==> config.mk <==
export PLATFORM = sky130hd
export DESIGN_NAME = irq_entry_ctrl
export DESIGN_NICKNAME = d
export VERILOG_FILES = /design/src/rtl/irq_pkg.sv /design/src/rtl/irq_pending.sv /design/src/rtl/irq_arbiter.sv /design/src/rtl/ret_stack.sv /design/src/rtl/irq_entry_ctrl.sv
export SDC_FILE = /design/constraint.sdc
export NUM_CORES = 1
export LEC_CHECK = 0
export BUFFER_PORTS_ARGS = -buffer_cell sky130_fd_sc_hd__buf_4
export CAP_MARGIN = 20
export CORE_UTILIZATION = 50
export DETAILED_ROUTE_END_ITERATION = 10
export PLACE_DENSITY = 0.7
export SLEW_MARGIN = 10
export SYNTH_ARGS = -nofsm -noshare
export SYNTH_HDL_FRONTEND = slang
export SYNTH_SLANG_ARGS = --single-unit
export TNS_END_PERCENT = 10
==> constraint.sdc <==
create_clock -name clk -period 3.2 [get_ports clk]
set_clock_uncertainty 0.1 [all_clocks]
set_input_delay 0.16 -clock clk [delete_from_list [all_inputs] [get_ports clk]]
set_output_delay 0.16 -clock clk [all_outputs]
set_load 0.02 [all_outputs]
==> src/rtl/irq_pkg.sv <==
package irq_pkg;
    localparam int NUM_SRC = 4;
    typedef enum logic [1:0] {
        SRC_EXT = 2'd0,
        SRC_TMR = 2'd1,
        SRC_ADC = 2'd2,
        SRC_BUS = 2'd3
    } src_e;

    function automatic int unsigned vector_of(input int unsigned idx, input int unsigned step);
        return (idx + 1) * step;
    endfunction
endpackage

==> src/rtl/irq_pending.sv <==
module irq_pending #(
    parameter int N = 4
) (
    input  logic         clk,
    input  logic         rst_n,
    input  logic [N-1:0] set_i,
    input  logic [N-1:0] clr_i,
    output logic [N-1:0] pend_o
);
    typedef struct packed {
        logic [N-1:0] pend;
    } pend_st_t;

    pend_st_t s_d, s_q;

    always_comb begin
        s_d = s_q;
        s_d.pend = (s_q.pend & ~clr_i) | set_i;
    end

    always_ff @(posedge clk or negedge rst_n) begin
        if (!rst_n) s_q <= '0;
        else        s_q <= s_d;
    end

    assign pend_o = s_q.pend;

    // a cleared flag with no fresh request is gone next cycle
    p_clear_takes_r5: assert property (@(posedge clk) disable iff (!rst_n)
        ((clr_i & ~set_i) != '0) |=> ((pend_o & $past(clr_i & ~set_i)) == '0));
    // a flag is held until it is cleared
    p_flag_sticky_r3: assert property (@(posedge clk) disable iff (!rst_n)
        (clr_i == '0) |=> ((pend_o & $past(pend_o)) == $past(pend_o)));
endmodule

==> src/rtl/irq_arbiter.sv <==
module irq_arbiter #(
    parameter int N = 4
) (
    input  logic [N-1:0]         cand_i,
    output logic [N-1:0]         grant_o,
    output logic [$clog2(N)-1:0] idx_o,
    output logic                 any_o
);
    localparam int IW = $clog2(N);

    always_comb begin
        grant_o = '0;
        idx_o   = '0;
        any_o   = 1'b0;
        for (int i = N - 1; i >= 0; i--) begin
            if (cand_i[i]) begin
                grant_o = '0;
                grant_o[i] = 1'b1;
                idx_o   = IW'(i);
                any_o   = 1'b1;
            end
        end
    end

    // at most one winner, and only from the candidates
    always_comb begin
        p_grant_onehot_r4: assert ($onehot0(grant_o) && ((grant_o & ~cand_i) == '0));
    end
endmodule

==> src/rtl/ret_stack.sv <==
module ret_stack #(
    parameter int PC_W  = 12,
    parameter int DEPTH = 8
) (
    input  logic            clk,
    input  logic            rst_n,
    input  logic            push_i,
    input  logic            pop_i,
    input  logic [PC_W-1:0] data_i,
    output logic [PC_W-1:0] top_o,
    output logic            full_o,
    output logic            empty_o
);
    localparam int PTR_W = (DEPTH > 1) ? $clog2(DEPTH) : 1;
    localparam int CNT_W = $clog2(DEPTH + 1);

    typedef struct packed {
        logic [DEPTH-1:0][PC_W-1:0] mem;
        logic [PTR_W-1:0]           wp;
        logic [CNT_W-1:0]           cnt;
    } stk_st_t;

    stk_st_t s_d, s_q;
    logic [PTR_W-1:0] rd_idx;

    assign rd_idx  = s_q.wp - PTR_W'(1);
    assign empty_o = (s_q.cnt == '0);
    assign full_o  = (s_q.cnt == CNT_W'(DEPTH));
    assign top_o   = s_q.mem[rd_idx];

    always_comb begin
        s_d = s_q;
        if (pop_i && !empty_o) begin
            s_d.wp  = rd_idx;
            s_d.cnt = s_q.cnt - CNT_W'(1);
        end else if (push_i) begin
            s_d.mem[s_q.wp] = data_i;
            s_d.wp          = s_q.wp + PTR_W'(1);
            if (!full_o) s_d.cnt = s_q.cnt + CNT_W'(1);
        end
    end

    always_ff @(posedge clk or negedge rst_n) begin
        if (!rst_n) s_q <= '0;
        else        s_q <= s_d;
    end

    // the count never passes the depth, and a push while full stays full
    p_cnt_bound_r8: assert property (@(posedge clk) disable iff (!rst_n)
        s_q.cnt <= CNT_W'(DEPTH));
    p_full_hold_r8: assert property (@(posedge clk) disable iff (!rst_n)
        (full_o && push_i && !pop_i) |=> full_o);
    // a pop on an empty stack changes nothing
    p_empty_pop_r6: assert property (@(posedge clk) disable iff (!rst_n)
        (empty_o && !push_i) |=> empty_o);
    // a push is read back on top in the next cycle
    p_push_top_r6: assert property (@(posedge clk) disable iff (!rst_n)
        (push_i && !pop_i) |=> (top_o == $past(data_i)));
endmodule

==> src/rtl/irq_entry_ctrl.sv <==
module irq_entry_ctrl
    import irq_pkg::*;
#(
    parameter int PC_W      = 12,
    parameter int STK_DEPTH = 8,
    parameter int VEC_STEP  = 4
) (
    input  logic               clk,
    input  logic               rst_n,
    input  logic [NUM_SRC-1:0] irq_req_i,
    input  logic [NUM_SRC-1:0] irq_en_i,
    input  logic               gie_set_i,
    input  logic               gie_clr_i,
    input  logic               call_i,
    input  logic               ret_i,
    input  logic               reti_i,
    input  logic [PC_W-1:0]    pc_i,
    output logic               vec_load_o,
    output logic [PC_W-1:0]    vec_addr_o,
    output logic               stk_push_o,
    output logic               stk_pop_o,
    output logic [PC_W-1:0]    ret_addr_o,
    output logic               stk_full_o,
    output logic               gie_o
);
    localparam int IW = $clog2(NUM_SRC);

    typedef struct packed {
        logic boot;
        logic gie;
    } ctl_st_t;

    ctl_st_t s_d, s_q;

    logic [NUM_SRC-1:0] pend, cand, grant, clr;
    logic [IW-1:0]      win_idx;
    logic               win_any, ack, strobe_busy, pop_req, stk_empty, push_req;

    irq_pending #(.N(NUM_SRC)) u_pend (
        .clk(clk), .rst_n(rst_n), .set_i(irq_req_i), .clr_i(clr), .pend_o(pend)
    );

    irq_arbiter #(.N(NUM_SRC)) u_arb (
        .cand_i(cand), .grant_o(grant), .idx_o(win_idx), .any_o(win_any)
    );

    ret_stack #(.PC_W(PC_W), .DEPTH(STK_DEPTH)) u_stk (
        .clk(clk), .rst_n(rst_n), .push_i(push_req), .pop_i(pop_req),
        .data_i(pc_i), .top_o(ret_addr_o), .full_o(stk_full_o), .empty_o(stk_empty)
    );

    always_comb begin
        cand        = pend & irq_en_i;
        strobe_busy = call_i | ret_i | reti_i;
        ack         = s_q.gie & win_any & ~stk_full_o & ~strobe_busy & ~s_q.boot;
        clr         = ack ? grant : '0;
        pop_req     = ret_i | reti_i;
        push_req    = ack | (call_i & ~pop_req);

        s_d      = s_q;
        s_d.boot = 1'b0;
        if (gie_set_i) s_d.gie = 1'b1;
        if (gie_clr_i) s_d.gie = 1'b0;
        if (reti_i)    s_d.gie = 1'b1;
        if (ack)       s_d.gie = 1'b0;
    end

    always_ff @(posedge clk or negedge rst_n) begin
        if (!rst_n) s_q <= '{boot: 1'b1, gie: 1'b0};
        else        s_q <= s_d;
    end

    assign vec_load_o = s_q.boot | ack;
    assign vec_addr_o = s_q.boot ? '0 : PC_W'(vector_of(int'(win_idx), VEC_STEP));
    assign stk_push_o = push_req;
    assign stk_pop_o  = pop_req & ~stk_empty;
    assign gie_o      = s_q.gie;

    // the reset vector is presented once
    p_boot_once_r1: assert property (@(posedge clk) disable iff (!rst_n)
        s_q.boot |=> !s_q.boot);
    // a full stack blocks every entry
    p_full_blocks_r3: assert property (@(posedge clk) disable iff (!rst_n)
        (stk_full_o && !s_q.boot) |-> !vec_load_o);
    // an entry drops the global enable
    p_entry_gie_r5: assert property (@(posedge clk) disable iff (!rst_n)
        (vec_load_o && !s_q.boot) |=> !gie_o);
    // an entry takes its pending flag away
    p_entry_clears_r5: assert property (@(posedge clk) disable iff (!rst_n)
        (ack && ((grant & irq_req_i) == '0)) |=> ((pend & $past(grant)) == '0));
    // return from interrupt re-enables
    p_reti_gie_r7: assert property (@(posedge clk) disable iff (!rst_n)
        reti_i |=> gie_o);
    // no push collides with a pop
    p_no_push_pop_r9: assert property (@(posedge clk) disable iff (!rst_n)
        stk_pop_o |-> !stk_push_o);
endmodule

# After elaboration in Yosys (flattened, before gate mapping)
# Index checks and enable logic that the tools add are counted.
dict set report totals {
  elab_cells 78
  regBits 109
  out_inout_bits 29
}
dict set report op_classes {
  n_bitwise 21
  n_addsub 5
  eq_ne 2
  n_reduce_logical 8
  n_lt_le_gt_ge 3
  mux 26
}
# operator n
set ops {}
lappend ops {{96-bit bitwise mux} 1}
lappend ops {{12-bit binary-select mux with 3-bit select} 1}
lappend ops {{12-bit demux with 3-bit select} 1}
lappend ops {{12-bit 2-to-1 mux} 2}
lappend ops {{4-bit 2-to-1 mux} 6}
lappend ops {{7-bit 2-to-1 mux} 2}
lappend ops {{4-bit bitwise AND} 2}
lappend ops {{3-bit by 4-bit < comparator with 1-bit output, second input constant} 2}
lappend ops {{1-bit 2-to-1 mux} 8}
lappend ops {{2-bit 2-to-1 mux} 4}
lappend ops {{1-bit bitwise AND} 6}
lappend ops {{1-bit NOT} 6}
lappend ops {{5-bit 2-to-1 mux} 1}
lappend ops {{1-bit bitwise OR} 5}
lappend ops {{4-bit by 1-bit adder with 4-bit output, second input constant} 1}
lappend ops {{4-bit == test, second input constant} 1}
lappend ops {{4-bit zero test} 1}
lappend ops {{4-bit NOT} 1}
lappend ops {{4-bit bitwise OR} 1}
lappend ops {{2-bit AND reduction} 2}
lappend ops {{4-bit nonzero test} 1}
lappend ops {{4-bit by 1-bit subtractor with 4-bit output, second input constant} 1}
lappend ops {{2-bit by 1-bit adder with 3-bit output, second input constant} 1}
lappend ops {{3-bit by 1-bit adder with 3-bit output, second input constant} 1}
lappend ops {{other kinds (6)} 7}

# Longest topological paths before layout
# Gate-level depths: netlist of the first run.
dict set report logic_depth {
  depth_word 13
  depth_mapped 9
  ltp_nobuf 9
}

# By module
# From an unflattened synthesis of the first run, not the netlist that was laid out.
dict set report hier_totals {
  hier_cells 363
  hier_area_um2 5410.2
}
# mod n_inst seq_area_each_um2 area_each_um2 cells_per_inst
set by_module_without_submodules {}
lappend by_module_without_submodules {ret_stack 1 2577.5 4901.0 301}
lappend by_module_without_submodules {irq_entry_ctrl 1 51.3 302.8 39}
lappend by_module_without_submodules {irq_pending 1 100.1 145.1 12}
lappend by_module_without_submodules {irq_arbiter 1 0.0 61.3 11}

# Worst setup path after synthesis of the first run
# No wires, ideal clock.
dict set report synth_timing {
  kind {flip-flop to output port}
  from {reg u_stk.s_q[4] in the netlist's numbering}
  to {out ret_addr_o[0]}
  path_buffers 3
  path_slack_ns 0.409
  path_stages_with_launch 8
  arrival_ns 2.531
  cell_sequence {dfrtp_1 clkbuf_1 inv_1 ha_1 buf_1 clkbuf_1 mux4_2 mux2_2}
}
dict set report synth_between {
  elab_chain_len 3
}
# item line
set synth_rtl {}
lappend synth_rtl {{start: declaration} ret_stack.sv:23} ;# stk_st_t s_d, s_q;
lappend synth_rtl {{3-bit by 1-bit subtractor with 3-bit output} ret_stack.sv:26} ;# assign rd_idx = s_q.wp - PTR_W'(1);
lappend synth_rtl {{named net u_stk.rd_idx[0]} ret_stack.sv:24} ;# logic [PTR_W-1:0] rd_idx;
lappend synth_rtl {{12-bit binary-select mux with 3-bit select} ret_stack.sv:29} ;# assign top_o = s_q.mem[rd_idx];
lappend synth_rtl {{12-bit 2-to-1 mux (implied by the code)} ret_stack.sv:29}
lappend synth_rtl {{end: declaration} irq_entry_ctrl.sv:22} ;# output logic [PC_W-1:0] ret_addr_o,
# The timed path passes the listed nets, and every way through them passes these cells. The select of a mux whose other input is x is not followed.

# Final worst setup path of the first run
dict set report layout_timing {
  from {reg u_stk.s_q[4] in the netlist's numbering}
  to {out ret_addr_o[1]}
}
# Same word-level chain as after synthesis.

==> impl_results.md, run 1 <==
- Maximum capacitance violations: 0
- Metal3 WL: 417 um
- Die area: 11100 um^2
- Dpl ws: 0.448 ns
- Final core occ: 60.6%
- Clock buffer count from CTS: 9
- Effective utilization at floorplan: 51.7%
- Met2 routed WL: 5.12 mm
- Pin count of the biggest net entering global routing: 68
- Fin crit period: 2.81 ns
- Die Y-Extent: 106 um
- #FFs+latches synth: 109
- Wirelength per Cell: 18.4 um
- Share of cells above drive strength 1: 50.6%
- Clock power frac: 13.3%
- Outcome: finished, final reports clean
- Post-Route WL: 10.4 mm
- DP HPWL: 6.68 mm
- Net switching fraction of the power: 34.2%
- Placed Instances: 529
- Row cnt: 37
- CTS tree: built
- Area Growth Syn to Fin: 17.3%
- Final WS setup: 0.386 ns
- Tot Pwr: 6.52 mW
- Net Switching: 2.23 mW
- Max clock buf depth: 2
- Gate power share: 49.9%
- Wl on met1: 4.80 mm
- Setup crit start kind: flop
- Post-CTS sizing: 0
- CTS sink count: 109
- Register area: 2730 um^2
- Port Buffers: 46
- Post-Syn Instances: 352
- Post-route setup TNS: 0 ns
- Cell Int Power: 4.29 mW
- Root Driver: clkbuf_8
- Number of synthesis warnings: 0
- Yosys cell types: 45
- Final Hold Fails: 0
- Max_slew headroom: 36.8%
- GRT Total Usage: 20.9%
- Post-synth EDFFs: 0
- Leak Pwr: 2.86 nW
- VDD IR-drop max: 0.587 mV
- Worst Path Required: 2.94 ns
- Register share of total power: 36.8%
- Worst hold stages: 4
- Fill count: 837
- Total gr overflow: 0
- Worst slew pin tran: 0.939 ns
- Top Layer Used: met4
- Multi-input gate area: 2480 um^2
- Number of global-route vias before repair: 3335
- Syn Area/Cell: 15.2 um^2
- Final setup viols: 0
- Crit end category: output port
- Core ar.: 10400 um^2
- Kind of critical path: flop to output port
- Post-CTS setup repair buffer count: 0
- First-pass GRT wire length: 17.6 mm
- Register area share after synthesis: 50.9%
- Arrival @ worst endpoint: 2.55 ns
- Drt via density: 5.52
- 1st-pass router iterations: 4
- Fin. max-slew vios: 0
- Nets: 459
- Diode count: 0
- Mapped Area: 5360 um^2
- DRT iter0 DRCs: 101
- Top FF cell, synth: dfrtp_1
- Ys async rst share: 100%
- FF-to-FF path depth: 6
- F_max: 355 MHz
- GPL Wtd Cong: 0.793
- Post-route DRC violation count: 0
- CP max FO: 17
- Reg clk slew, reported paths: 0.11 ns
- Width of the die: 106 um
- RSZ-0062 raised after global routing: false
- Initial antenna violation count: 0
- H-tree lvl count: 3
- DR vias: 3128
- Final std cells w/o fill: 567
- Clk_lat worst skew: 0.38 ns
- Tcrit/Tclk final: 87.9%
- Hold Path Class: input pin to flop
- Io pins: 56
- Final ANT Viol Nets: 0
- Power Density: 1040 nW/um^2
==> Yosys cell counts (2+ instances only) <==
cell | instances | area [um^2]
nor2b_1 | 3 | 18.8
nand3_1 | 6 | 30.0
mux2_4 | 30 | 450
mux2i_1 | 2 | 20.0
or3_1 | 3 | 18.8
buf_6 | 3 | 33.8
inv_1 | 8 | 30.0
o2111ai_1 | 2 | 17.5
dfrtp_1 | 108 | 2700
nand2_1 | 8 | 30.0
a21o_1 | 4 | 30.0
ha_1 | 5 | 62.6
xnor2_1 | 4 | 35.0
or4_4 | 3 | 33.8
nor3_1 | 3 | 15.0
mux4_2 | 24 | 541
buf_4 | 9 | 67.6
a22oi_1 | 2 | 15.0
buf_1 | 4 | 15.0
clkbuf_1 | 4 | 15.0
nor2_1 | 7 | 26.3
a21oi_1 | 5 | 25.0
buf_2 | 5 | 25.0
mux2_2 | 79 | 890
==> repair_timing <==
item | CTS | global route
setup endpoints to repair | 0 | 0
hold buffers | 22 | 0
endpoints found under the hold margin | 142 | 0
==> worst max-delay path: stages (launching register included) <==
cell and delay, ns:
dfrtp_2 0.56, inv_1 0.20, ha_1 0.34, buf_4 0.28, mux4_2 0.36, mux2_2 0.29, buf_4 0.16
==> metrics by stage <==
stage               cell area, um^2  hold slack (ns)
floorplan                      5390           -0.236
global placement               5860           0.0950
detailed placement             5860            0.105
CTS                            6290           0.0496
global route                   6290           0.0696
finish                         6290           0.0676
==> placed cells by master (no fill, tap or decap), drive strengths merged, types with 3 or more instances in the layout <==
cell type / instances
nand2: 8
xnor2: 4
nor2b: 3
or4: 3
inv: 10
a21oi: 6
conb: 10
clkbuf: 10
mux2: 109
mux4: 24
nand3: 6
dlygate4sd3: 22
dfrtp: 108
clkinv: 4
buf: 57
or3: 3
nor2: 7
nor3: 3
a21o: 4
ha: 5
==> power groups by stage <==
stage	clock, mW	combinational, mW	sequential (mW)
after floorplan	0	2.45	2.25
after global placement	0	3.20	2.38
after detailed placement	0	3.26	2.42
after CTS	0.894	3.29	2.40
after global routing	0.952	3.51	2.49
final	0.869	3.25	2.40
==> sequential cells by signal, summed over array words and instances (netlist names) <==
| register | flops |
|---|---|
| gie_o | 1 |
| s_q | 1 |
| u_pend.pend_o | 4 |
| u_stk.s_q | 103 |
==> kinds of logic after synthesis <==
kind of cell	after synthesis	synth area share, %
xor gates and xnor gates	5	0.817
and+or+nand+nor	40	4.41
AOI/OAI and AO/OA	22	3.22
adders and majority gates	6	1.54
DFF	109	50.9
muxes	135	35.5
other	1	0.0700
buffers and inverters	34	3.55
==> path summary, 6_finish.rpt <==
path                          startpoint                to  slack (ns)
hold reg to reg            u_stk.s_q[20]     u_stk.s_q[20]        0.41
setup reg to reg                   gie_o     u_stk.s_q[60]        0.45
min in group asynchronous          rst_n     u_stk.s_q[59]        0.22
setup / recovery            u_stk.s_q[4]     ret_addr_o[1]        0.39
hold / removal               irq_en_i[2]  u_pend.pend_o[3]        0.07
max in group asynchronous          rst_n     u_stk.s_q[52]        2.03
==> cell type report <==
cell class                      count  area share, %
Clock buffer                       10           2.19
Sequential cell                   109           43.4
Multi-Input combinational cell    218           39.5
Tap cell                          136           2.71
Timing Repair Buffer               79           10.5
Clock inverter                      6           1.11
Inverter                            9          0.537
==> metal layers <==
layer	global-route usage, %	up-vias
met5	0	-
met4	5.16	0
met3	4.51	5
met2	34.2	67
met1	28.7	1624
li1	-	1432
(Power assumes the default switching activity.)
==> inputs of run 2 (changes only) <==
clock period = 3 ns   (was 3.2 ns; I/O delays follow)
==> run 2 against run 1 <==
Net effect:
- cell count increased by 0.71%
- via count increased by 1.2%
- hold slack got worse by 0.018 ns
- largest power group unchanged
- combinational power increased by 8.0%
- sequential cell count unchanged
- first-iteration DRC count increased by 20%
- count of clock-buffer cells in the layout unchanged
- final area increased by 0.12%
- critical path depth unchanged
- core utilization increased by 0.072 points
- worst setup slack got worse by 0.12 ns
==> impl_results.md, run 2 (synthesis gave the netlist of run 1 again) <==
- F_max: 366 MHz
- Gate power share: 51.0% (+1.1 points)
- Power Density: 1090 nW/um^2 (+5.5%)
- Nets: 463 (+0.87%)
- Crit-path leading delay family: multiplexers
- VDD IR-drop max: 0.663 mV (+13%)
- Drt via density: 5.54 (+0.51%)
- DRT iter0 DRCs: 121 (+20%)
- Fill count: 810 (-3.2%)
- Leak Pwr: 2.87 nW (+0.19%)
- Slowest stage delay, CP: 0.48 ns (-0.08 ns)
- CP dominant cell by count: buf_4
- Pin count of the biggest net entering global routing: 68 (unchanged)
- Final ANT Viol Nets: 0 (unchanged)
- Initial antenna violation count: 0 (unchanged)
- Most common cell after layout, fill and taps aside: dfrtp_1
- Area Growth Syn to Fin: 17.4%
- Post-DP Area: 5880 um^2 (+0.38%)
- Post-route setup TNS: 0 ns (unchanged)
- Port Buffers: 46 (unchanged)
- Reg clk slew, reported paths: 0.11 ns (about the same)
- CTS tree: built
- Most frequent cells in the layout: 107 x dfrtp_1, 79 x mux2_2, 59 x buf_4, 30 x mux2_4, 24 x mux4_2
- FF-to-FF path depth: 6 (unchanged)
- GPL Wtd Cong: 0.782 (-1.4%)
- Final instance area: 6290 um^2 (+0.12%)
- Clock power frac: 12.4% (-0.9 points)
- Max clock buf depth: 2 (unchanged)
- Die area: 11100 um^2 (unchanged)
- Root Driver: clkbuf_8
- Diode count: 0 (unchanged)
- Fin crit period: 2.73 ns
- DR vias: 3166 (+1.2%)
- Max_slew headroom: 54.8% (+18 points)
- Final setup viols: 0 (unchanged)
- GRT Total Usage: 20.7% (-0.18 points)
- Kind of critical path: flop to output port
- Fin. max-slew vios: 0 (unchanged)
- CTS sink count: 109 (unchanged)
- Instance count on the critical path: 6 (unchanged)
- Outcome: finished, final reports clean
- Max FFs per register: 103 (unchanged)
- Net Switching: 2.41 mW (+7.7%)
- Tot Pwr: 6.89 mW (+5.6%)
- Wirelength per Cell: 18.3 um (-0.22%)
- RSZ-0062 raised after global routing: false
- Cell Int Power: 4.48 mW (+4.6%)
- Row cnt: 37 (unchanged)
- Post-CTS setup repair buffer count: 0 (unchanged)
- Crit-path cells: inv_1, ha_1, buf_4, mux4_2, mux2_2, buf_4
- Reg with most FFs: u_stk.s_q
- Register share of total power: 36.6% (-0.2 points)
- Maximum capacitance violations: 0 (unchanged)
- CP max FO: 20 (+3)
- Total gr overflow: 0 (unchanged)
- Hold Slack: 0.0500 ns (-0.0176 ns)
- Arrival @ worst endpoint: 2.48 ns (-0.07 ns)
- Clk_lat worst skew: 0.38 ns (about the same)
- Post-route DRC violation count: 0 (unchanged)
- H-tree lvl count: 3 (unchanged)
- Worst hold stages: 4 (unchanged)
- Final Hold Fails: 0 (unchanged)
- Effective utilization at floorplan: 51.7% (unchanged)
- DP HPWL: 6.73 mm (+0.88%)
- Io pins: 56 (unchanged)
- Width of the die: 106 um (unchanged)
- 1st-pass router iterations: 4 (unchanged)
- Crit end category: output port
- Worst Path Required: 2.75 ns (-0.19 ns)
- Share of cells above drive strength 1: 50.6% (about the same)
- Worst slew pin tran: 0.673 ns (-0.266 ns)
- Post-Route WL: 10.5 mm (+0.48%)
- Die Y-Extent: 106 um (unchanged)
- Worst path bufs/invs: 3 (unchanged)
- Hold Path Class: input pin to flop
- Number of global-route vias before repair: 3304 (-0.93%)
- Tcrit/Tclk final: 91.0%
- Core ar.: 10400 um^2 (unchanged)
- Net switching fraction of the power: 34.9% (+0.67 points)
- Clock buffer count from CTS: 9 (unchanged)
- Max stage delay cell, worst path: dfrtp_1
- Setup crit start kind: flop
- First-pass GRT wire length: 17.5 mm (-0.78%)
-- run 2: cell count changes in the layout (fill, tap and decap cells not counted) --
cell	before	now
buf_4	56	59
inv_6	1	3
bufinv_16	1	0
clkbuf_1	0	1
clkbuf_8	10	9
clkinv_2	1	0
clkinv_4	3	2
dlygate4sd3_1	22	23
inv_8	0	1
-- run 2: layout make-up --
cell class                      instances  area, um^2  area share (%)
Clock inverter                          6        55.1           0.875
Tap cell                              136         170            2.70
Clock buffer                           10         128            2.03
Sequential cell                       109        2730            43.4
Multi-Input combinational cell        218        2480            39.5
Inverter                                9        33.8           0.537
Timing Repair Buffer                   83         693            11.0
-- run 2: power by group through the flow --
stage,combinational [mW],clock [mW],sequential [mW]
floorplan,2.61,0,2.40
global placement,3.45,0,2.51
detailed placement,3.52,0,2.54
CTS,3.56,0.884,2.52
global route,3.78,0.933,2.61
finish,3.51,0.856,2.52
-- run 2: through the flow --
stage,std cells,utilization [%],setup WS (ns)
floorplan,361,-,0.219
global placement,532,56.7,0.380
detailed placement,532,56.7,0.297
CTS,571,60.7,0.248
global route,571,60.7,0.138
finish,571,60.7,0.270
-- run 2: timing repair --
item                                    in CTS  in global routing
hold buffers                                23                  0
endpoints found under the setup margin       0                  0
hold endpoints to repair                   142                  0
gates resized for setup                      0                  0
-- run 2: final timing paths --
check | endpoint | from | slack [ns]
max | ret_addr_o[9] | u_stk.s_q[5] | 0.27
min | u_pend.pend_o[3] | irq_en_i[2] | 0.05
max reg2reg | u_stk.s_q[79] | s_q[1] | 0.30
min reg2reg | u_stk.s_q[68] | u_stk.s_q[68] | 0.41
max in group asynchronous | u_stk.s_q[97] | rst_n | 1.86
min in group asynchronous | u_stk.s_q[23] | rst_n | 0.19
-- run 2: worst register-to-register path, stage by stage, from the launching register on --
cell      delay, ns
dfstp_2        0.41
or4b_4         0.50
a211oi_4       0.32
a21oi_4        0.11
inv_2          0.13
and4_1         0.63
mux2_2         0.41
-- run 2: per-layer routing --
metal / wire length (um) / vias up / global-route usage (%)
met1: 4800 / 1644 / 28.2
met5: 0 / - / 0
met2: 5150 / 59 / 33.4
met3: 311 / 15 / 4.02
li1: - / 1448 / -
met4: 197 / 0 / 7.54
